`src/rtl/pt_walker_pkg.sv`:
```
package pt_walker_pkg;
  typedef enum logic [2:0] {
    FLT_NONE  = 3'd0,
    FLT_SEG   = 3'd3,
    FLT_PAGE  = 3'd4,
    FLT_PRIV  = 3'd5,
    FLT_WRITE = 3'd6
  } fault_e;

  localparam int BIT_VALID  = 0;
  localparam int BIT_RDONLY = 2;
  localparam int BIT_USED   = 3;
  localparam int BIT_DIRTY  = 4;
  localparam int BIT_SUPER  = 8;
  localparam int STAT_LSB   = 16;
  localparam int STAT_W     = 32;

  typedef struct packed {
    logic   capReq;
    logic   capSeg;
    logic   capPage;
    logic   logFault;
    logic   faultAtSeg;
    fault_e code;
    logic   useSegAddr;
  } walkStrobe_t;
endpackage

```
`src/rtl/pt_walker_ctrl.sv`:
```
module pt_walker_ctrl
  import pt_walker_pkg::*;
(
  input  logic        clk,
  input  logic        rstN,
  input  logic        reqValid,
  input  logic        reqAreaOn,
  input  logic        isWrite,
  input  logic        isSuper,
  input  logic        segValid,
  input  logic        segSuper,
  input  logic        pageValid,
  input  logic        pageSuper,
  input  logic        mapReadOnly,
  input  logic        memReqReady,
  input  logic        memRspValid,
  output logic        reqReady,
  output logic        memReqValid,
  output logic        memWrite,
  output logic        doneValid,
  output logic        refillValid,
  output walkStrobe_t strobe
);
  typedef enum logic [3:0] {
    S_IDLE, S_SEG_RD, S_SEG_WT, S_SEG_CHK,
    S_PG_RD, S_PG_WT, S_PG_CHK, S_PG_WB, S_DONE
  } state_e;

  state_e state, nextState;

  always_ff @(posedge clk) begin
    if (!rstN) state <= S_IDLE;
    else       state <= nextState;
  end

  always_comb begin
    nextState   = state;
    strobe      = '0;
    strobe.code = FLT_NONE;
    refillValid = 1'b0;
    strobe.useSegAddr = (state == S_SEG_RD);
    case (state)
      S_IDLE: if (reqValid) begin
        strobe.capReq = 1'b1;
        nextState = reqAreaOn ? S_SEG_RD : S_DONE;
      end
      S_SEG_RD: if (memReqReady) nextState = S_SEG_WT;
      S_SEG_WT: if (memRspValid) begin
        strobe.capSeg = 1'b1;
        nextState = S_SEG_CHK;
      end
      S_SEG_CHK: begin
        if (!segValid || (segSuper && !isSuper)) begin
          strobe.logFault   = 1'b1;
          strobe.faultAtSeg = 1'b1;
          strobe.code       = segValid ? FLT_PRIV : FLT_SEG;
          nextState         = S_DONE;
        end else begin
          nextState = S_PG_RD;
        end
      end
      S_PG_RD: if (memReqReady) nextState = S_PG_WT;
      S_PG_WT: if (memRspValid) begin
        strobe.capPage = 1'b1;
        nextState = S_PG_CHK;
      end
      S_PG_CHK: begin
        if (!pageValid || (pageSuper && !isSuper)) begin
          strobe.logFault = 1'b1;
          strobe.code     = pageValid ? FLT_PRIV : FLT_PAGE;
          nextState       = S_DONE;
        end else begin
          refillValid = 1'b1;
          if (isWrite && mapReadOnly) begin
            strobe.logFault = 1'b1;
            strobe.code     = FLT_WRITE;
            nextState       = S_DONE;
          end else begin
            nextState = S_PG_WB;
          end
        end
      end
      S_PG_WB: if (memReqReady) nextState = S_DONE;
      S_DONE: nextState = S_IDLE;
      default: nextState = S_IDLE;
    endcase
  end

  assign reqReady    = (state == S_IDLE);
  assign memReqValid = (state == S_SEG_RD) || (state == S_PG_RD) || (state == S_PG_WB);
  assign memWrite    = (state == S_PG_WB);
  assign doneValid   = (state == S_DONE);
endmodule

```
`src/rtl/pt_walker_dp.sv`:
```
module pt_walker_dp
  import pt_walker_pkg::*;
#(
  parameter int SEG_W  = 10,
  parameter int PAGE_W = 10,
  parameter int OFF_W  = 12
) (
  input  logic                      clk,
  input  logic                      rstN,
  input  walkStrobe_t               strobe,
  input  logic [SEG_W+PAGE_W+OFF_W-1:0] reqVaddr,
  input  logic                      reqWrite,
  input  logic                      reqSuper,
  input  logic                      reqInstr,
  input  logic [SEG_W+PAGE_W+OFF_W-1:0] supAreaPtr,
  input  logic [SEG_W+PAGE_W+OFF_W-1:0] userAreaPtr,
  input  logic [SEG_W+PAGE_W+OFF_W-1:0] memRdata,
  output logic                      reqAreaOn,
  output logic                      isWrite,
  output logic                      isSuper,
  output logic                      segValid,
  output logic                      segSuper,
  output logic                      pageValid,
  output logic                      pageSuper,
  output logic                      mapReadOnly,
  output logic [SEG_W+PAGE_W+OFF_W-1:0] memAddr,
  output logic [SEG_W+PAGE_W+OFF_W-1:0] memWdata,
  output logic [SEG_W+PAGE_W+OFF_W-1:0] donePaddr,
  output logic                      doneReadOnly,
  output logic [2:0]                doneFault,
  output logic [SEG_W+PAGE_W-1:0]   refillVpage,
  output logic [SEG_W+PAGE_W-1:0]   refillPpage,
  output logic                      refillSuper,
  output logic [STAT_W-1:0]         instStatus,
  output logic [STAT_W-1:0]         dataStatus,
  output logic [SEG_W+PAGE_W+OFF_W-1:0] faultAddr
);
  localparam int VA_W = SEG_W + PAGE_W + OFF_W;

  logic [VA_W-1:0] vaQ, areaQ, segQ, pageQ, faultAddrQ;
  logic            wrQ, supQ, instrQ, bypassQ;
  fault_e          codeQ;
  logic [STAT_W-1:0] instStatQ, dataStatQ;

  logic [VA_W-1:0] selPtr, segAddr, pageAddr, dirtyMask;
  logic [SEG_W-1:0]  segIdx;
  logic [PAGE_W-1:0] pageIdx;

  assign selPtr    = reqSuper ? supAreaPtr : userAreaPtr;
  assign reqAreaOn = selPtr[BIT_VALID];
  assign segIdx    = vaQ[VA_W-1 -: SEG_W];
  assign pageIdx   = vaQ[OFF_W +: PAGE_W];
  assign segAddr   = {areaQ[VA_W-1:OFF_W], OFF_W'(0)} + VA_W'({segIdx, 2'b00});
  assign pageAddr  = {segQ[VA_W-1:OFF_W], OFF_W'(0)} + VA_W'({pageIdx, 2'b00});
  assign dirtyMask = wrQ ? (VA_W'(1) << BIT_DIRTY) : '0;

  always_ff @(posedge clk) begin
    if (!rstN) begin
      vaQ <= '0; areaQ <= '0; segQ <= '0; pageQ <= '0; faultAddrQ <= '0;
      wrQ <= 1'b0; supQ <= 1'b0; instrQ <= 1'b0; bypassQ <= 1'b0;
      codeQ <= FLT_NONE; instStatQ <= '0; dataStatQ <= '0;
    end else begin
      if (strobe.capReq) begin
        vaQ     <= reqVaddr;
        areaQ   <= selPtr;
        wrQ     <= reqWrite;
        supQ    <= reqSuper;
        instrQ  <= reqInstr;
        bypassQ <= !selPtr[BIT_VALID];
        codeQ   <= FLT_NONE;
      end
      if (strobe.capSeg)  segQ  <= memRdata;
      if (strobe.capPage) pageQ <= memRdata;
      if (strobe.logFault) begin
        codeQ <= strobe.code;
        if (strobe.code == FLT_WRITE)  faultAddrQ <= '0;
        else if (strobe.faultAtSeg)    faultAddrQ <= segAddr;
        else                           faultAddrQ <= pageAddr;
        instStatQ <= instrQ ? STAT_W'({strobe.code, STAT_LSB'(0)}) : '0;
        dataStatQ <= instrQ ? '0 : STAT_W'({strobe.code, STAT_LSB'(0)});
      end
    end
  end

  assign isWrite      = wrQ;
  assign isSuper      = supQ;
  assign segValid     = segQ[BIT_VALID];
  assign segSuper     = segQ[BIT_SUPER];
  assign pageValid    = pageQ[BIT_VALID];
  assign pageSuper    = pageQ[BIT_SUPER];
  assign mapReadOnly  = segQ[BIT_RDONLY] | pageQ[BIT_RDONLY];
  assign memAddr      = strobe.useSegAddr ? segAddr : pageAddr;
  assign memWdata     = pageQ | (VA_W'(1) << BIT_USED) | dirtyMask;
  assign donePaddr    = bypassQ ? vaQ : {pageQ[VA_W-1:OFF_W], vaQ[OFF_W-1:0]};
  assign doneReadOnly = bypassQ ? 1'b0 : mapReadOnly;
  assign doneFault    = codeQ;
  assign refillVpage  = vaQ[VA_W-1:OFF_W];
  assign refillPpage  = pageQ[VA_W-1:OFF_W];
  assign refillSuper  = supQ;
  assign instStatus   = instStatQ;
  assign dataStatus   = dataStatQ;
  assign faultAddr    = faultAddrQ;
endmodule

```
`src/rtl/pt_walker.sv`:
```
module pt_walker
  import pt_walker_pkg::*;
#(
  parameter int SEG_W  = 10,
  parameter int PAGE_W = 10,
  parameter int OFF_W  = 12
) (
  input  logic                          clk,
  input  logic                          rstN,
  input  logic                          reqValid,
  output logic                          reqReady,
  input  logic [SEG_W+PAGE_W+OFF_W-1:0] reqVaddr,
  input  logic                          reqWrite,
  input  logic                          reqSuper,
  input  logic                          reqInstr,
  input  logic [SEG_W+PAGE_W+OFF_W-1:0] supAreaPtr,
  input  logic [SEG_W+PAGE_W+OFF_W-1:0] userAreaPtr,
  output logic                          memReqValid,
  input  logic                          memReqReady,
  output logic                          memWrite,
  output logic [SEG_W+PAGE_W+OFF_W-1:0] memAddr,
  output logic [SEG_W+PAGE_W+OFF_W-1:0] memWdata,
  input  logic                          memRspValid,
  input  logic [SEG_W+PAGE_W+OFF_W-1:0] memRdata,
  output logic                          doneValid,
  output logic [SEG_W+PAGE_W+OFF_W-1:0] donePaddr,
  output logic                          doneReadOnly,
  output logic [2:0]                    doneFault,
  output logic                          refillValid,
  output logic [SEG_W+PAGE_W-1:0]       refillVpage,
  output logic [SEG_W+PAGE_W-1:0]       refillPpage,
  output logic                          refillReadOnly,
  output logic                          refillSuper,
  output logic [31:0]                   instStatus,
  output logic [31:0]                   dataStatus,
  output logic [SEG_W+PAGE_W+OFF_W-1:0] faultAddr
);
  walkStrobe_t strobe;
  logic reqAreaOn, isWrite, isSuper, segValid, segSuper, pageValid, pageSuper, mapReadOnly;

  pt_walker_ctrl u_ctrl (
    .clk(clk), .rstN(rstN), .reqValid(reqValid), .reqAreaOn(reqAreaOn),
    .isWrite(isWrite), .isSuper(isSuper), .segValid(segValid), .segSuper(segSuper),
    .pageValid(pageValid), .pageSuper(pageSuper), .mapReadOnly(mapReadOnly),
    .memReqReady(memReqReady), .memRspValid(memRspValid), .reqReady(reqReady),
    .memReqValid(memReqValid), .memWrite(memWrite), .doneValid(doneValid),
    .refillValid(refillValid), .strobe(strobe)
  );

  pt_walker_dp #(.SEG_W(SEG_W), .PAGE_W(PAGE_W), .OFF_W(OFF_W)) u_dp (
    .clk(clk), .rstN(rstN), .strobe(strobe), .reqVaddr(reqVaddr), .reqWrite(reqWrite),
    .reqSuper(reqSuper), .reqInstr(reqInstr), .supAreaPtr(supAreaPtr),
    .userAreaPtr(userAreaPtr), .memRdata(memRdata), .reqAreaOn(reqAreaOn),
    .isWrite(isWrite), .isSuper(isSuper), .segValid(segValid), .segSuper(segSuper),
    .pageValid(pageValid), .pageSuper(pageSuper), .mapReadOnly(mapReadOnly),
    .memAddr(memAddr), .memWdata(memWdata), .donePaddr(donePaddr),
    .doneReadOnly(doneReadOnly), .doneFault(doneFault), .refillVpage(refillVpage),
    .refillPpage(refillPpage), .refillSuper(refillSuper), .instStatus(instStatus),
    .dataStatus(dataStatus), .faultAddr(faultAddr)
  );

  assign refillReadOnly = mapReadOnly;
endmodule

```
`config.mk`:
```
export PLATFORM = sky130hd
export DESIGN_NAME = pt_walker
export DESIGN_NICKNAME = d
export VERILOG_FILES = /design/src/rtl/pt_walker_pkg.sv /design/src/rtl/pt_walker_ctrl.sv /design/src/rtl/pt_walker_dp.sv /design/src/rtl/pt_walker.sv
export SDC_FILE = /design/constraint.sdc
export NUM_CORES = 1
export LEC_CHECK = 0
export CAP_MARGIN = 10
export CORE_AREA = 2 2 147 149
export CTS_BUF_LIST = sky130_fd_sc_hd__clkbuf_8
export DETAILED_ROUTE_END_ITERATION = 8
export DIE_AREA = 0 0 149 151
export DONT_BUFFER_PORTS = 1
export PLACE_DENSITY = 0.59
export SLEW_MARGIN = 20
export SYNTH_ARGS = -nofsm -noshare
export SYNTH_HDL_FRONTEND = slang
export SYNTH_SLANG_ARGS = --single-unit
```
`constraint.sdc`:
```
create_clock -name clk -period 2.36 [get_ports clk]
set_input_delay 0.354 -clock clk [delete_from_list [all_inputs] [get_ports clk]]
set_output_delay 0.354 -clock clk [all_outputs]
set_load 0.02 [all_outputs]
```
==> results of run 1 <==
layout make-up:
| class | count | share of cell area [%] |
|---|---|---|
| flip-flops and latches | 153 | 37.8 |
| repair buffers | 30 | 4.13 |
| clock inverters | 15 | 1.73 |
| well taps | 275 | 4.24 |
| clock buffers | 17 | 2.88 |
| multi-input cells | 623 | 49.1 |
| inverters | 4 | 0.185 |
worst max-delay path, delay by kind of cell (launching register included):
| family | cells | cell delay (ns) |
|---|---|---|
| simple gates | 1 | 0.23 |
| mux | 1 | 0.42 |
| buf+inv | 3 | 0.50 |
| flops | 1 | 0.31 |
worst paths after layout:
path,to,from,depth (start not counted)
hold / removal,u_dp.pageQ[16],memRdata[16],2
hold reg to reg,u_dp.pageQ[4],u_dp.pageQ[4],2
setup reg to reg,u_dp.dataStatus[16],u_ctrl.state[0],4
setup / recovery,memAddr[13],u_ctrl.state[3],5
per-layer routing:
| metal | vias to the layer above | GRT usage (%) | part of all wire [%] |
|---|---|---|---|
| li1 | 2766 | - | - |
| met1 | 2852 | 24.6 | 43 |
| met2 | 216 | 33.1 | 49 |
| met3 | 17 | 6.42 | 7.5 |
| met4 | 0 | 4.90 | 1.3 |
| met5 | - | 0 | 0 |
kinds of logic after synthesis:
family                    count (synthesis)  share of synthesized area (%)
and+or+nand+nor                         280                           15.1
AOI/OAI and AO/OA                       206                           20.0
buffers and inverters                   197                           16.9
DFF                                     153                           37.9
muxes                                    73                           9.97
other                                     2                         0.0929
xor gates and xnor gates                  1                          0.108
where the power goes:
part | switching [mW] | internal (mW) | leakage (nW)
clock | 1.03 | 0.923 | 0.189
combinational | 0.634 | 0.415 | 1.72
sequential | 0.247 | 2.73 | 1.24
total | 1.91 | 4.07 | 3.15
registers in the layout, summed over array words and instances (netlist names):
name,count
u_dp.instStatus,3
u_dp.doneFault,3
u_dp.isWrite,1
u_ctrl.state,4
u_dp.faultAddr,30
u_dp.segQ,23
u_dp.areaQ,20
u_dp.instrQ,1
u_dp.pageQ,31
u_dp.dataStatus,3
u_dp.isSuper,1
u_dp.vaQ,32
u_dp.bypassQ,1
cell usage in the layout (no fill, tap or decap), types with 4 or more instances in the layout:
master and instances:
conb_1 63, clkbuf_8 17, nand3_1 35, o211a_1 20, clkinvlp_4 5, mux2_4 17, buf_12 7, mux2i_1 22
a21boi_1 46, dfxtp_1 152, nand2_1 211, inv_1 7, mux2_2 33, nand4_1 4, a22oi_1 30, buf_4 21
o22ai_1 7, nor2b_1 6, a21boi_0 77
timing repair:
item	CTS	global route
buffers inserted	1	0
hold buffers	0	1
setup endpoints to repair	30	28
gates cloned	1	0
resized for setup	6	15
pin swaps	1	1
endpoints found under the hold margin	0	1
metrics by stage:
stage          std cells  total power, mW  utilization, %
2_1_floorplan        973             3.94               -
3_3_place_gp        1082             3.99            36.5
3_5_place_dp        1082             4.01            36.5
4_1_cts             1116             6.03            38.6
5_1_grt             1117             6.27            39.0
6_report            1117             5.98            39.0
==> flow_metrics.tcl, run 1 <==
set metrics [dict create \
    status "finished, final reports clean" \
    synth_top_area_share_pct 37.9 \
    drv_cap 0 \
    area_growth_pct 0.387 \
    dieWidth_um 149 \
    place.port_buffers 0 \
    clock-root-buffer "clkbuf_8" \
    ant_nets 0 \
    insertion_delay_ns 0.44 \
    fin_area_um2 8110 \
    grt_pass1_wl_mm 33.3 \
    cp_cell_sequence "buf_4 -> nor3_4 -> buf_12 -> buf_12 -> mux2_2" \
    hold_violations 0 \
    vias_per_cell 5.24 \
    final_nets 965 \
    max-vdd-ir-drop_v 0.000294 \
    dr.first_iter.drc_count 358 \
    cpMostUsedCell "buf_12" \
    setup_viol 0 \
    start_util_pct 38.8 \
    dr.pass1.iters 4 \
    synth_top_cell_by_area "dfxtp_1" \
    leakage_nw 3.15 \
    end_kind "output pin" \
    die-height_um 151 \
    crit_required_ns 2.01 \
    p_per_area_nw_per_um2 737 \
    syn_inst 912 \
    fill_cells 2183 \
    worstMarginPinSlew_ns 1.06 \
    grt_use_total_pct 19.7 \
    start_kind "register" \
    placed_cell_area_um2 7600 \
    ys_types 53 \
    crit_fanout 15 \
    cpMaxStageDelayCell "mux2_2" \
    place_ws_ns 0.281 \
    dieArea_um2 22500 \
    finClkSkew_ns 0.0126 \
    ys_warn_count 0 \
    yosysMostFrequentCell "nand2_1" \
    cts_tree "done" \
    routed_wirelength_mm 23.3 \
    hold_ws_ns 0.0383 \
    rsz0062_at_grt "true" \
    place_hpwl_mm 15.9 \
    overflow 0 \
    synth-edff-count 0 \
    drive_above_1_share_pct 14.5 \
    setup_tns_ns 0 \
    worstPathArrival_ns 1.92 \
    rows 53 \
    cts_max_path_buffers 2 \
    grt_pass1_vias 5428 \
    max_slew_margin_pct 29.3 \
    syn_area_um2 8080 \
    synth_area_leaders "dfxtp_1 (38%), buf_4 (13%), nand2_1 (9.8%)" \
    avgRoutedWirePerCell_um 20.8 \
    avgSynthCellArea_um2 8.86 \
    worstSetupPathType "register to output pin" \
    num_antenna_cells 0 \
    gp_congestion 0.815 \
    async_flop_share_pct 0 \
    slew_violations 0 \
    ys_seq_area_share_pct 37.9 \
    core_area_um2 20800 \
    setup_slack_ns 0.0909 \
    fin_crit_ns 2.27 \
    max_freq_mhz 441 \
    hold_class "input port to register" \
    ys_seq_elements 153 \
    via_count 5851 \
    antenna_found_initial 0 \
    htree_num_levels 4 \
    cts.sinks 153 \
    seq_area_um2 3060 \
    numCtsBuffers 17 \
    synth_common_cells "nand2_1 (211), dfxtp_1 (153), buf_4 (136), a21boi_0 (77), mux2_2 (50)" \
    fin_crit_sh_pct 96.1 \
    reg2reg_slack_ns 0.32 \
    ios 379 \
    cts.clk_slew.worst_paths_ns 0.09 \
    multi_input_area_um2 3980 \
    max_stage_delay_ns 0.42 \
    synth_ff_type "dfxtp_1" \
    grt_start_max_net_pins 156 \
    drc_errors 0 \
]
(Power assumes the default switching activity.)
==> run 2, diff against run 1 <==
clock period = 2.3 ns   (was 2.36 ns; I/O delays follow)
==> run 2 against run 1 <==
First-iteration DRC count down 25%. Largest cell class unchanged. Combinational power up 5%. Design area grew 1.9%. Count of clock-buffer cells in the layout up 4. Worst setup slack worse by 0.061 ns. Flip-flop and latch count unchanged. Die area stayed put. Critical path depth unchanged. Clock power grew 14%. Global-route usage shrank 0.11 points. Sequential power up 2%.
==> flow_metrics.tcl, run 2 (synthesized netlist as in run 1, its figures left out) <==
set metrics [dict create \
    p_per_area_nw_per_um2 771 \
    end_kind "output pin" \
    drc_errors 0 \
    final_common_cell "nand2_1" \
    core_area_um2 20800 \
    setup_viol 0 \
    hold_ws_ns 0.0360 \
    layoutNonFillerInstCount 1124 \
    grt_pass1_vias 5469 \
    worstMarginPinSlew_ns 0.770 \
    start_util_pct 38.8 \
    via_count 5831 \
    cts_max_path_buffers 2 \
    place_hpwl_mm 15.9 \
    cts.clk_slew.worst_paths_ns 0.08 \
    drv_cap 0 \
    dieWidth_um 149 \
    crit_required_ns 1.96 \
    num_antenna_cells 0 \
    antenna_found_initial 0 \
    fin_crit_ns 2.27 \
    htree_num_levels 4 \
    leakage_nw 3.22 \
    worstSetupPathType "register to output pin" \
    fin_crit_sh_pct 98.7 \
    numCtsBuffers 17 \
    start_kind "register" \
    overflow 0 \
    area_growth_pct 2.31 \
    crit_fanout 15 \
    cpMaxStageDelayCell "mux2_2" \
    max_stage_delay_ns 0.42 \
    die-height_um 151 \
    finClkSkew_ns 0.0101 \
    status "finished, final reports clean" \
    routed_wirelength_mm 23.2 \
    max_slew_margin_pct 48.6 \
    cp_cell_sequence "nand2b_4 -> nor3_4 -> buf_4 -> buf_12 -> mux2_2" \
    max-vdd-ir-drop_v 0.000357 \
    gp_congestion 0.833 \
    dp.cells 1082 \
    place.port_buffers 0 \
    avgRoutedWirePerCell_um 20.7 \
    insertion_delay_ns 0.44 \
    largest_reg_flops 32 \
    hold_violations 0 \
    vias_per_cell 5.19 \
    hold_class "input port to register" \
    final_nets 973 \
    grt_use_total_pct 19.6 \
    dr.pass1.iters 4 \
    cts_tree "done" \
    worstPathArrival_ns 1.93 \
    rsz0062_at_grt "true" \
    ios 379 \
    drive_above_1_share_pct 15.1 \
    clock-root-buffer "clkbuf_8" \
    max_freq_mhz 440 \
    reg2reg_slack_ns 0.38 \
    ant_nets 0 \
    final_cell_mix "nand2_1 (211), dfxtp_1 (151), a21boi_0 (77)" \
    top_register "u_dp.vaQ" \
    grt_pass1_wl_mm 33.1 \
    slew_violations 0 \
    dieArea_um2 22500 \
    grt_start_max_net_pins 156 \
    cts.sinks 153 \
    dr.first_iter.drc_count 267 \
    rows 53 \
]
[run 2: layout make-up]
cell class / count / area [um2]
Clock inverter: 10 / 143
Sequential cell: 153 / 3070
Clock buffer: 21 / 289
Inverter: 4 / 15.0
Fill cell: 2154 / 12600
Multi-Input combinational cell: 623 / 3980
Timing Repair Buffer: 38 / 435
Tap cell: 275 / 344
[run 2: critical path, delay by kind of cell (launching register included)]
| family | cells | cell delay (ns) |
|---|---|---|
| muxes | 1 | 0.42 |
| and+or+nand+nor | 2 | 0.40 |
| DFF | 1 | 0.35 |
| buffers and inverters | 2 | 0.32 |
[run 2: metrics by stage]
step | total power [mW] | setup TNS [ns] | instance area, um2 | setup slack (ns) | util, %
after floorplan | 4.04 | 0 | 8310 | 0.508 | -
after global placement | 4.09 | 0 | 7610 | 0.433 | 36.6
after detailed placement | 4.11 | 0 | 7610 | 0.355 | 36.6
after CTS | 6.40 | -0.311 | 8150 | -0.0247 | 39.2
after global routing | 6.66 | -0.566 | 8270 | -0.0468 | 39.7
final | 6.37 | 0 | 8270 | 0.0295 | 39.7
[run 2: report_power, final]
group | switching (mW) | total [mW] | internal, mW
sequential | 0.249 | 3.05 | 2.80
clock | 1.03 | 2.22 | 1.19
combinational | 0.660 | 1.10 | 0.445
[run 2: worst paths after layout]
kind	cells after the start	to	from
setup / recovery	5	memAddr[13]	u_ctrl.state[1]
hold / removal	2	u_dp.pageQ[19]	memRdata[19]
setup reg to reg	5	u_dp.faultAddr[11]	u_ctrl.state[2]
hold reg to reg	2	u_dp.pageQ[4]	u_dp.pageQ[4]
[run 2: metal layers]
layer / track usage, % / vias up / share of wire [%]
met3: 6.08 / 23 / 8.0
met5: 0 / - / 0
met1: 24.6 / 2819 / 42
li1: - / 2775 / -
met2: 32.3 / 214 / 48
met4: 6.10 / 0 / 1.8
[run 2: what timing repair did]
item,4_1_cts,5_1_grt
endpoints found under the setup margin,30,30
buffers inserted,2,0
resized for setup,2,22
gates cloned,1,1
pin swaps,0,1
hold endpoints to repair,6,1
hold buffers,6,1
==> run 3, diff against run 2 <==
CORE_AREA = 2 2 148 150   (was 2 2 147 149)
DIE_AREA = 0 0 150 152   (was 0 0 149 151)
GPL_TIMING_DRIVEN = 1   (was default)
PLACE_DENSITY = 0.58   (was 0.59)
==> run 3 against run 2 <==
Flip-flop and latch count stayed put. Final cell count is 5.2% higher. Register-to-register slack worse by 0.21 ns. First-iteration DRC count is 16% higher. Clock power is 5% lower. Power is 0.56% higher. Sequential share of layout area is 2.1 points lower. Highest routed layer unchanged.
==> flow_metrics.tcl, run 3 (synthesized netlist as in run 1, its figures left out) <==
set metrics [dict create \
    cts.clk_slew.worst_paths_ns 0.09 \
    largest_reg_flops 32 \
    setup_slack_ns 0.0811 \
    dr.first_iter.drc_count 309 \
    dieArea_um2 22800 \
    place_hpwl_mm 15.7 \
    cpMaxStageDelayCell "dfxtp_4" \
    dieWidth_um 150 \
    setup_tns_ns 0 \
    fill_cells 2158 \
    core_area_um2 21400 \
    routed_wirelength_mm 24.2 \
    leakage_nw 3.47 \
    ant_nets 0 \
    numCtsBuffers 17 \
    worstPathArrival_ns 1.87 \
    crit_fanout 8 \
    final_common_cell "nand2_1" \
    cts_tree "done" \
    overflow 0 \
    max_stage_delay_ns 0.37 \
    max-vdd-ir-drop_v 0.000371 \
    hold_class "input port to register" \
    gp_congestion 0.760 \
    slew_violations 0 \
    via_count 6125 \
    seq_area_um2 3080 \
    worstMarginPinSlew_ns 1.10 \
    hold_violations 0 \
    antenna_found_initial 0 \
    clock-root-buffer "clkbuf_8" \
    die-height_um 152 \
    grt_pass1_vias 5686 \
    fin_crit_ns 2.22 \
    avgRoutedWirePerCell_um 20.4 \
    cts_max_path_buffers 2 \
    end_kind "output pin" \
    htree_num_levels 4 \
    drc_errors 0 \
    cts.sinks 153 \
    grt_use_total_pct 20.2 \
    dr.pass1.iters 5 \
    place_ws_ns 0.0724 \
    fin_crit_sh_pct 96.5 \
    grt_pass1_wl_mm 35.1 \
    setup_viol 0 \
    start_util_pct 37.8 \
    vias_per_cell 5.18 \
    drive_above_1_share_pct 16.2 \
    worstSetupPathType "register to output pin" \
    status "finished, final reports clean" \
    rows 54 \
    insertion_delay_ns 0.45 \
    area_growth_pct 9.03 \
    cp_top_family "flip-flops" \
    rsz0062_at_grt "true" \
    finClkSkew_ns 0.0176 \
    drv_cap 0 \
    cp_cell_sequence "nand2b_4 -> nor3_4 -> buf_6 -> buf_12 -> mux2_4" \
    top_register "u_dp.vaQ" \
    max_slew_margin_pct 26.4 \
    multi_input_area_um2 4030 \
    max_freq_mhz 451 \
    crit_required_ns 1.96 \
    p_per_area_nw_per_um2 727 \
    final_nets 1024 \
    grt_start_max_net_pins 144 \
    ios 379 \
    final_cell_mix "nand2_1 (211), dfxtp_1 (149), a21boi_0 (77)" \
    start_kind "register" \
    place.port_buffers 0 \
    critical_path_buf_inv_count 2 \
]
## run 3: cell types whose count changed in the layout (fill, tap and decap cells not counted), sizes merged, moves of 4 or more
| cell | before | now |
|---|---|---|
| clkbuf | 22 | 18 |
| dlygate4sd3 | 7 | 43 |
| inv | 4 | 10 |
| buf | 30 | 45 |
## run 3: per-layer routing
layer | up-vias | wire length (um) | GRT usage (%)
li1 | 2889 | - | -
met5 | - | 0 | 0
met3 | 24 | 1650 | 5.77
met4 | 0 | 381 | 5.66
met1 | 2966 | 10400 | 26.0
met2 | 246 | 11700 | 33.0
## run 3: per-stage QoR
| step | cell area (um2) | hold slack (ns) | total power, mW | util (%) | cells |
|---|---|---|---|---|---|
| after floorplan | 8310 | 0.438 | 4.04 | - | 973 |
| after global placement | 7660 | 0.452 | 4.09 | 35.9 | 1092 |
| after detailed placement | 7660 | 0.454 | 4.10 | 35.9 | 1092 |
| after CTS | 8620 | 0.0000842 | 6.40 | 40.4 | 1169 |
| after global routing | 8810 | 0.00341 | 6.72 | 41.3 | 1181 |
| final | 8810 | 0.0293 | 6.41 | 41.3 | 1182 |
## run 3: final timing paths
kind	from	end	slack, ns	depth (start not counted)
setup reg to reg	u_ctrl.state[3]	u_dp.dataStatus[16]	0.17	5
hold / removal	reqVaddr[2]	u_dp.vaQ[2]	0.03	2
hold reg to reg	u_dp.pageQ[4]	u_dp.pageQ[4]	0.46	2
setup / recovery	u_ctrl.state[1]	memAddr[6]	0.08	5
## run 3: area by class of cell
| class | count | share of cell area (%) |
|---|---|---|
| tap | 280 | 3.98 |
| timing repair buffer | 89 | 10.7 |
| clock buffer | 17 | 2.66 |
| inverter | 4 | 0.170 |
| multi-input combinational | 623 | 45.7 |
| clock inverter | 15 | 1.83 |
| sequential | 153 | 34.9 |
| antenna | 1 | 0.0284 |
## run 3: worst register-to-register path, cell delays in order, from the launching register on
cell and delay [ns]:
dfxtp_4 0.36, buf_12 0.12, nand4bb_1 0.28, a21oi_4 0.89, a31oi_1 0.19, o22ai_1 0.21
## run 3: repair_timing
item / CTS / global route
resized for setup: 28 / 17
endpoints found under the setup margin: 30 / 30
hold buffers: 41 / 2
cloned: 2 / 1
setup buffers: 2 / 9
pin swaps: 1 / 1
endpoints found under the hold margin: 57 / 2
## run 3: where the power goes
part | switching, mW | internal, mW | total, mW
logic | 0.703 | 0.544 | 1.25
clock network | 1.12 | 0.984 | 2.11
registers | 0.250 | 2.80 | 3.05
